**src/rtl/dma_rf_pkg.sv**
```systemverilog
package dma_rf_pkg;

    localparam int DATA_W = 32;
    localparam int OFF_W  = 12;

    // Control bit positions
    localparam int CLAIM_BIT = 0;
    localparam int RUN_BIT   = 1;

    // Register offsets within a channel
    localparam logic [OFF_W-1:0] OFF_CTRL      = 12'h000;
    localparam logic [OFF_W-1:0] OFF_NCFG      = 12'h004;
    localparam logic [OFF_W-1:0] OFF_NBYTES_LO = 12'h008;
    localparam logic [OFF_W-1:0] OFF_NBYTES_HI = 12'h00C;
    localparam logic [OFF_W-1:0] OFF_NDST_LO   = 12'h010;
    localparam logic [OFF_W-1:0] OFF_NDST_HI   = 12'h014;
    localparam logic [OFF_W-1:0] OFF_NSRC_LO   = 12'h018;
    localparam logic [OFF_W-1:0] OFF_NSRC_HI   = 12'h01C;
    localparam logic [OFF_W-1:0] OFF_XBYTES_LO = 12'h108;
    localparam logic [OFF_W-1:0] OFF_XBYTES_HI = 12'h10C;
    localparam logic [OFF_W-1:0] OFF_XDST_LO   = 12'h110;
    localparam logic [OFF_W-1:0] OFF_XDST_HI   = 12'h114;
    localparam logic [OFF_W-1:0] OFF_XSRC_LO   = 12'h118;
    localparam logic [OFF_W-1:0] OFF_XSRC_HI   = 12'h11C;

    // Size fields in staged config: write size 27:24, read size 31:28
    localparam logic [3:0] SIZE_DEFAULT = 4'd6;
    localparam logic [DATA_W-1:0] NCFG_RESET = {SIZE_DEFAULT, SIZE_DEFAULT, 24'h0};

    typedef enum logic {
        CH_IDLE    = 1'b0,
        CH_STARTED = 1'b1
    } chan_state_e;

endpackage

```
**src/rtl/dma_rf_addr_decode.sv**
```systemverilog
module dma_rf_addr_decode
    import dma_rf_pkg::*;
#(
    parameter int ADDR_W   = 16,
    parameter int NUM_CH   = 4,
    parameter int CH_IDX_W = $clog2(NUM_CH)
) (
    input  logic [ADDR_W-1:0]   addr,
    output logic [CH_IDX_W-1:0] ch_idx,
    output logic [OFF_W-1:0]    off,
    output logic                in_range
);
    localparam int CH_FIELD_W = ADDR_W - OFF_W;

    logic [CH_FIELD_W-1:0] ch_field;

    always_comb begin
        ch_field = addr[ADDR_W-1:OFF_W];
        off      = addr[OFF_W-1:0];
        ch_idx   = ch_field[CH_IDX_W-1:0];
        in_range = (ch_field < CH_FIELD_W'(NUM_CH));
    end
endmodule

```
**src/rtl/dma_rf_chan_regs.sv**
```systemverilog
module dma_rf_chan_regs
    import dma_rf_pkg::*;
#(
    parameter int XFER_W = 64
) (
    input  logic              clk,
    input  logic              rst_n,
    input  logic              wr_en,
    input  logic [OFF_W-1:0]  wr_off,
    input  logic [DATA_W-1:0] wr_data,
    input  logic [OFF_W-1:0]  rd_off,
    output logic [DATA_W-1:0] rd_data,
    output logic              started
);
    localparam int HI_W = XFER_W - DATA_W;

    chan_state_e state, state_nx;

    logic              ctrl_claim, ctrl_run;
    logic [DATA_W-1:0] ncfg;
    logic [XFER_W-1:0] nbytes, ndst, nsrc;
    logic [XFER_W-1:0] xbytes, xdst, xsrc;

    logic ctrl_wr, claim_rise, start_xfer;

    always_comb begin
        ctrl_wr    = wr_en && (wr_off == OFF_CTRL);
        claim_rise = ctrl_wr && wr_data[CLAIM_BIT] && !ctrl_claim;
    end

    // State register
    always_ff @(posedge clk) begin
        if (!rst_n) state <= CH_IDLE;
        else        state <= state_nx;
    end

    // Next state: START and STOP
    always_comb begin
        state_nx = state;
        unique case (state)
            CH_IDLE: begin
                if (ctrl_wr && wr_data[RUN_BIT]) state_nx = CH_STARTED;
            end
            CH_STARTED: begin
                if (ctrl_wr && !wr_data[RUN_BIT]) state_nx = CH_IDLE;
            end
            default: state_nx = CH_IDLE;
        endcase
    end

    // State outputs
    always_comb begin
        started    = (state == CH_STARTED);
        start_xfer = (state == CH_IDLE) && ctrl_wr && wr_data[RUN_BIT];
    end

    // Control register: stored after the claim check against the old value
    always_ff @(posedge clk) begin
        if (!rst_n) begin
            ctrl_claim <= 1'b0;
            ctrl_run   <= 1'b0;
        end else if (ctrl_wr) begin
            ctrl_claim <= wr_data[CLAIM_BIT];
            ctrl_run   <= wr_data[RUN_BIT];
        end
    end

    // Staged registers
    always_ff @(posedge clk) begin
        if (!rst_n || claim_rise) begin
            ncfg   <= NCFG_RESET;
            nbytes <= '0;
            ndst   <= '0;
            nsrc   <= '0;
        end else if (wr_en) begin
            case (wr_off)
                OFF_NCFG:      ncfg                  <= wr_data;
                OFF_NBYTES_LO: nbytes[DATA_W-1:0]    <= wr_data;
                OFF_NBYTES_HI: nbytes[XFER_W-1:DATA_W] <= wr_data[HI_W-1:0];
                OFF_NDST_LO:   ndst[DATA_W-1:0]      <= wr_data;
                OFF_NDST_HI:   ndst[XFER_W-1:DATA_W] <= wr_data[HI_W-1:0];
                OFF_NSRC_LO:   nsrc[DATA_W-1:0]      <= wr_data;
                OFF_NSRC_HI:   nsrc[XFER_W-1:DATA_W] <= wr_data[HI_W-1:0];
                default: ;
            endcase
        end
    end

    // Executing registers: loaded on START, with post-claim values
    always_ff @(posedge clk) begin
        if (!rst_n) begin
            xbytes <= '0;
            xdst   <= '0;
            xsrc   <= '0;
        end else if (start_xfer) begin
            xbytes <= claim_rise ? '0 : nbytes;
            xdst   <= claim_rise ? '0 : ndst;
            xsrc   <= claim_rise ? '0 : nsrc;
        end
    end

    // Read-back
    always_comb begin
        rd_data = '0;
        case (rd_off)
            OFF_CTRL: begin
                rd_data[CLAIM_BIT] = ctrl_claim;
                rd_data[RUN_BIT]   = ctrl_run;
            end
            OFF_NCFG:      rd_data = ncfg;
            OFF_NBYTES_LO: rd_data = nbytes[DATA_W-1:0];
            OFF_NBYTES_HI: rd_data = DATA_W'(nbytes[XFER_W-1:DATA_W]);
            OFF_NDST_LO:   rd_data = ndst[DATA_W-1:0];
            OFF_NDST_HI:   rd_data = DATA_W'(ndst[XFER_W-1:DATA_W]);
            OFF_NSRC_LO:   rd_data = nsrc[DATA_W-1:0];
            OFF_NSRC_HI:   rd_data = DATA_W'(nsrc[XFER_W-1:DATA_W]);
            OFF_XBYTES_LO: rd_data = xbytes[DATA_W-1:0];
            OFF_XBYTES_HI: rd_data = DATA_W'(xbytes[XFER_W-1:DATA_W]);
            OFF_XDST_LO:   rd_data = xdst[DATA_W-1:0];
            OFF_XDST_HI:   rd_data = DATA_W'(xdst[XFER_W-1:DATA_W]);
            OFF_XSRC_LO:   rd_data = xsrc[DATA_W-1:0];
            OFF_XSRC_HI:   rd_data = DATA_W'(xsrc[XFER_W-1:DATA_W]);
            default:       rd_data = '0;
        endcase
    end
endmodule

```
**src/rtl/dma_rf_read_mux.sv**
```systemverilog
module dma_rf_read_mux
    import dma_rf_pkg::*;
#(
    parameter int NUM_CH   = 4,
    parameter int CH_IDX_W = $clog2(NUM_CH)
) (
    input  logic [NUM_CH-1:0][DATA_W-1:0] ch_data,
    input  logic [CH_IDX_W-1:0]           sel,
    input  logic                          in_range,
    output logic [DATA_W-1:0]             data
);
    always_comb begin
        data = '0;
        for (int c = 0; c < NUM_CH; c++) begin
            if (in_range && (sel == CH_IDX_W'(c))) data = ch_data[c];
        end
    end
endmodule

```
**src/rtl/dma_claim_regfile.sv**
```systemverilog
module dma_claim_regfile
    import dma_rf_pkg::*;
#(
    parameter int NUM_CH = 4,
    parameter int ADDR_W = 16,
    parameter int XFER_W = 64
) (
    input  logic              clk,
    input  logic              rst_n,
    input  logic              wr_valid,
    input  logic [ADDR_W-1:0] wr_addr,
    input  logic [DATA_W-1:0] wr_data,
    output logic              wr_error,
    input  logic [ADDR_W-1:0] rd_addr,
    output logic [DATA_W-1:0] rd_data,
    output logic [NUM_CH-1:0] chan_started
);
    localparam int CH_IDX_W = $clog2(NUM_CH);

    logic [CH_IDX_W-1:0] w_ch, r_ch;
    logic [OFF_W-1:0]    w_off, r_off;
    logic                w_ok, r_ok;
    logic [NUM_CH-1:0][DATA_W-1:0] ch_rd;

    dma_rf_addr_decode #(.ADDR_W(ADDR_W), .NUM_CH(NUM_CH), .CH_IDX_W(CH_IDX_W)) u_wdec (
        .addr(wr_addr), .ch_idx(w_ch), .off(w_off), .in_range(w_ok)
    );

    dma_rf_addr_decode #(.ADDR_W(ADDR_W), .NUM_CH(NUM_CH), .CH_IDX_W(CH_IDX_W)) u_rdec (
        .addr(rd_addr), .ch_idx(r_ch), .off(r_off), .in_range(r_ok)
    );

    for (genvar c = 0; c < NUM_CH; c++) begin : g_chan
        logic ch_wr;
        assign ch_wr = wr_valid && w_ok && (w_ch == CH_IDX_W'(c));

        dma_rf_chan_regs #(.XFER_W(XFER_W)) u_regs (
            .clk(clk), .rst_n(rst_n),
            .wr_en(ch_wr), .wr_off(w_off), .wr_data(wr_data),
            .rd_off(r_off), .rd_data(ch_rd[c]),
            .started(chan_started[c])
        );
    end

    dma_rf_read_mux #(.NUM_CH(NUM_CH), .CH_IDX_W(CH_IDX_W)) u_rmux (
        .ch_data(ch_rd), .sel(r_ch), .in_range(r_ok), .data(rd_data)
    );

    always_ff @(posedge clk) begin
        if (!rst_n) wr_error <= 1'b0;
        else        wr_error <= wr_valid && !w_ok;
    end
endmodule

```
**config.mk**
```make
export PLATFORM = sky130hd
export DESIGN_NAME = dma_claim_regfile
export DESIGN_NICKNAME = d
export VERILOG_FILES = /design/src/rtl/dma_rf_pkg.sv /design/src/rtl/dma_rf_addr_decode.sv /design/src/rtl/dma_rf_chan_regs.sv /design/src/rtl/dma_rf_read_mux.sv /design/src/rtl/dma_claim_regfile.sv
export SDC_FILE = /design/constraint.sdc
export NUM_CORES = 2
export LEC_CHECK = 0
export BUFFER_PORTS_ARGS = -buffer_cell sky130_fd_sc_hd__clkbuf_2
export CORE_MARGIN = 2
export CORE_UTILIZATION = 30
export DETAILED_ROUTE_END_ITERATION = 8
export PLACE_DENSITY = 0.42
export SLEW_MARGIN = 20
export SYNTH_ARGS = -nofsm -noshare
export SYNTH_HDL_FRONTEND = slang
export SYNTH_HIERARCHICAL = 1
export SYNTH_SLANG_ARGS = --single-unit
```
**constraint.sdc**
```tcl
create_clock -name clk -period 7.1 [get_ports clk]
set_input_delay 1.42 -clock clk [delete_from_list [all_inputs] [get_ports clk]]
set_output_delay 1.42 -clock clk [all_outputs]
set_load 0.02 [all_outputs]
```
==> reports/summary.txt <==
Max Fclk -> 141 MHz
Mapped Avg Cell Area -> 7.96 µm²
CTS H-tree depth -> 4
power density cells -> 242 nW/µm²
Top delay family on crit path -> simple AND/OR/NAND/NOR gates
netlist area before placement -> 75200 µm²
Final #Nets -> 9313
vias in the first global route -> 66300
#FFs+latches synth -> 1673
Yosys cell types -> 82
Register-to-Register Path Depth -> 5
multi-input logic area -> 38100 µm²
CTS tree -> built
crit path max fanout -> 20
Buf/Inv on CP -> 3
max incr delay on CP -> 730 ps
drt pass-1 iters -> 6
CTS Buf Count -> 197
Post-DP HPWL -> 235 mm
met2 usage -> 44.0%
Worst Setup SP -> rd_addr[7]
Max Slew Vio Count -> 25
layout cell share with drive strength beyond 1 -> 10.9%
starting density of the core -> 30.2%
Final Hold Viols -> 0
crit path kind -> input port to output pin
initial antenna violation count -> 15
Setup crit start kind -> input port
Yosys warnings -> 6
Top cell by count, worst path -> clkbuf_2
die area -> 255000 µm²
Post-Syn Instances -> 9454
clk_skew -> 31.0 ps
EDFF count, synth -> 0
Max clock buf depth -> 3
Post-synth top flop -> dfxtp_1
Synth async-reset ratio -> 0%
core area -> 249000 µm²
PortBufs -> 103
CP arrival -> 5680 ps
total power draw -> 20900 µW
LEAKAGE -> 0.0282 µW
Worst Hold Depth -> 2
Rel. slew slack -> -1.09%
Fill cells -> 26100
met3 usage -> 3.50%
Hold/Removal Path Class -> register to register
Boundary Pins -> 104
Max IR drop VDD -> 0.217 mV
pin count of the biggest net entering global routing -> 251
Final WS setup -> -3.18 ps
postcts setup bufs -> 0
GR peak layer -> met2
CP Depth -> 9
fin area -> 86200 µm²
critical path endpoint category -> output pin
total number of vias -> 71800
met1 usage -> 38.0%
outcome -> finished, violations left
worst path cell trace -> clkbuf_2 -> buf_4 -> or4_1 -> nor2_2 -> nand2_1 -> o2111ai_1 -> mux2i_1 -> o22ai_1 -> clkbuf_2
GR Overflow Total -> 0
antenna viol nets, final -> 0
Site Rows -> 183
drt total wl -> 373 mm
worst skew pair latency -> 890 ps
measured slew at the worst slew-check pin -> 1520 ps
Reg clk slew, reported paths -> 50 ps
failing checks -> slew limit, setup timing
sequential area share after synthesis -> 44.5%
worst path required time -> 5680 ps
Total Routing Usage GR -> 28.1%
gp weighted congestion -> 0.960
min cycle time layout -> 7100 ps
chip height -> 505 µm
Crit-path slowest cell -> o2111ai_1
clock root cell -> clkbuf_16
drt first-iter violations -> 7747
Seq. cell area -> 33500 µm²
vias per cell -> 5.63
hold path start -> g_chan[3].u_regs/xsrc[59]$_SDFFE_PN0P_
clock sink count -> 1673
post-synth net total -> 9521
post-route clock period utilization -> 100%
Finish-stage setup viols -> 1
MaxCap Viol Count -> 0
DRC violations left -> 0
Syn-to-layout area delta -> 14.6%
first-pass GRT wire length -> 521 mm
Die W -> 505 µm
Post-DP Area -> 79500 µm²
RSZ-0062 raised after global routing -> false
routed length per instance -> 29.3 µm
[Yosys cell counts (all sizes together) (20+ instances only)]
master | number | area [µm²]
a21oi | 790 | 3950
a221oi | 20 | 175
a22o | 33 | 289
a22oi | 202 | 1520
a2bb2oi | 20 | 175
a32oi | 32 | 280
buf | 443 | 2390
clkbuf | 433 | 1650
dfxtp | 1673 | 33500
mux2 | 100 | 1130
mux2i | 530 | 5310
nand2 | 2330 | 8760
nand3 | 1015 | 5080
nand4 | 48 | 300
nor2 | 287 | 1080
nor2b | 20 | 125
nor3 | 76 | 490
nor4 | 32 | 244
o2111ai | 41 | 359
o211ai | 25 | 188
o21ai | 836 | 4210
o22ai | 109 | 682
o2bb2ai | 32 | 280
or3 | 23 | 144
or4 | 20 | 150
or4b | 20 | 215
[layout make-up]
cell class                      count  area share, %
Multi-Input combinational cell   6900           44.2
Sequential cell                  1673           38.9
Clock buffer                      316           7.08
Tap cell                         3330           4.83
Timing Repair Buffer              469           4.35
Clock inverter                     43          0.601
Inverter                            5         0.0218
Antenna cell                        7         0.0203
[cell usage in the layout, fill, tap and decap left out, types with 17 or more instances in the layout]
cell type,instances
a32oi_1,32
or4_1,20
clkbuf_8,68
a22oi_1,202
buf_4,332
o2111ai_1,40
clkbuf_16,199
a21oi_1,790
o22a_1,19
mux2_2,100
o32ai_1,18
o211ai_1,25
mux2i_1,530
or3_1,23
a2bb2oi_1,20
a22o_1,33
clkbuf_2,96
o2bb2ai_1,32
nor4_1,17
clkinv_2,22
nor3_2,18
dfxtp_1,1673
a31oi_1,17
nand3b_1,18
mux4_2,18
a222oi_1,17
nor2_1,286
buf_12,33
nand2_1,2322
o21ai_1,308
o21ai_0,524
clkbuf_1,49
nand3_1,1007
nand4_1,48
o22ai_1,107
nor3_1,54
a221oi_1,20
[kinds of logic (layout without fill, tap and decap cells)]
group	Yosys count	in the layout	share of synthesized area, %
compound gates	2266	2266	17.6
buf+inv	881	833	5.38
flops	1673	1673	44.5
mux	648	648	9.09
other cells	0	7	0
simple gates	3986	3986	23.4
[stage by stage]
| step | util (%) | hold slack (ps) | cells | TNS (ps) | setup slack (ps) |
|---|---|---|---|---|---|
| 3_5_place_dp | 31.9 | 445 | 12400 | -8.87 | -8.87 |
| 2_1_floorplan | - | 433 | 9454 | 0 | 2020 |
| 3_3_place_gp | 31.9 | 439 | 12400 | -994 | -974 |
| 6_report | 34.6 | 451 | 12700 | -3.18 | -3.18 |
| 5_1_grt | 34.6 | 467 | 12700 | 0 | 130 |
| 4_1_cts | 34.6 | 453 | 12700 | 0 | 94.2 |
[sequential cells by signal (all words and copies together) (netlist names), named ones only]
signal and flops:
g_chan.u_regs/xdst 256, g_chan.u_regs/xsrc 256, g_chan.u_regs/ndst 256, g_chan.u_regs/xbytes 256, g_chan.u_regs/ncfg 128, g_chan.u_regs/nbytes 256, g_chan.u_regs/nsrc 256, g_chan.u_regs/ctrl_claim 4
wr_error 1
[worst reg2reg max path: cells and delay by family, from the launching register on]
kind | cells | cell delay (ps)
buffers and inverters | 2 | 870
AOI/OAI and AO/OA | 1 | 100
DFF | 1 | 420
and+or+nand+nor | 2 | 1020
[power breakdown]
part	leakage (µW)	internal, µW	total, µW	switching [µW]
Combinational	0.0115	198	1050	854
Clock	0.00326	6050	10400	4360
Sequential	0.0135	9390	9390	0.0990
[worst paths after layout]
path | slack, ps | end
max | -3 | rd_data[2]
min | 450 | g_chan[3].u_regs/xsrc[59]$_SDFFE_PN0P_
max reg2reg | 4550 | g_chan[3].u_regs/xsrc[6]$_SDFFE_PN0P_
min reg2reg | 450 | g_chan[3].u_regs/xsrc[59]$_SDFFE_PN0P_
[per-layer routing]
layer	up-vias	part of all wire (%)	routed length, µm
met5	-	0	0
met4	0	5.1	19200
met3	614	6.7	24900
met2	3012	45	168000
met1	35400	43	162000
li1	32800	-	-
[timing repair]
| action | CTS | global route |
|---|---|---|
| endpoints found under the setup margin | 2 | 4 |
| gates resized for setup | 2 | 1 |
| hold buffers | 0 | 0 |
(Power assumes the default switching activity.)
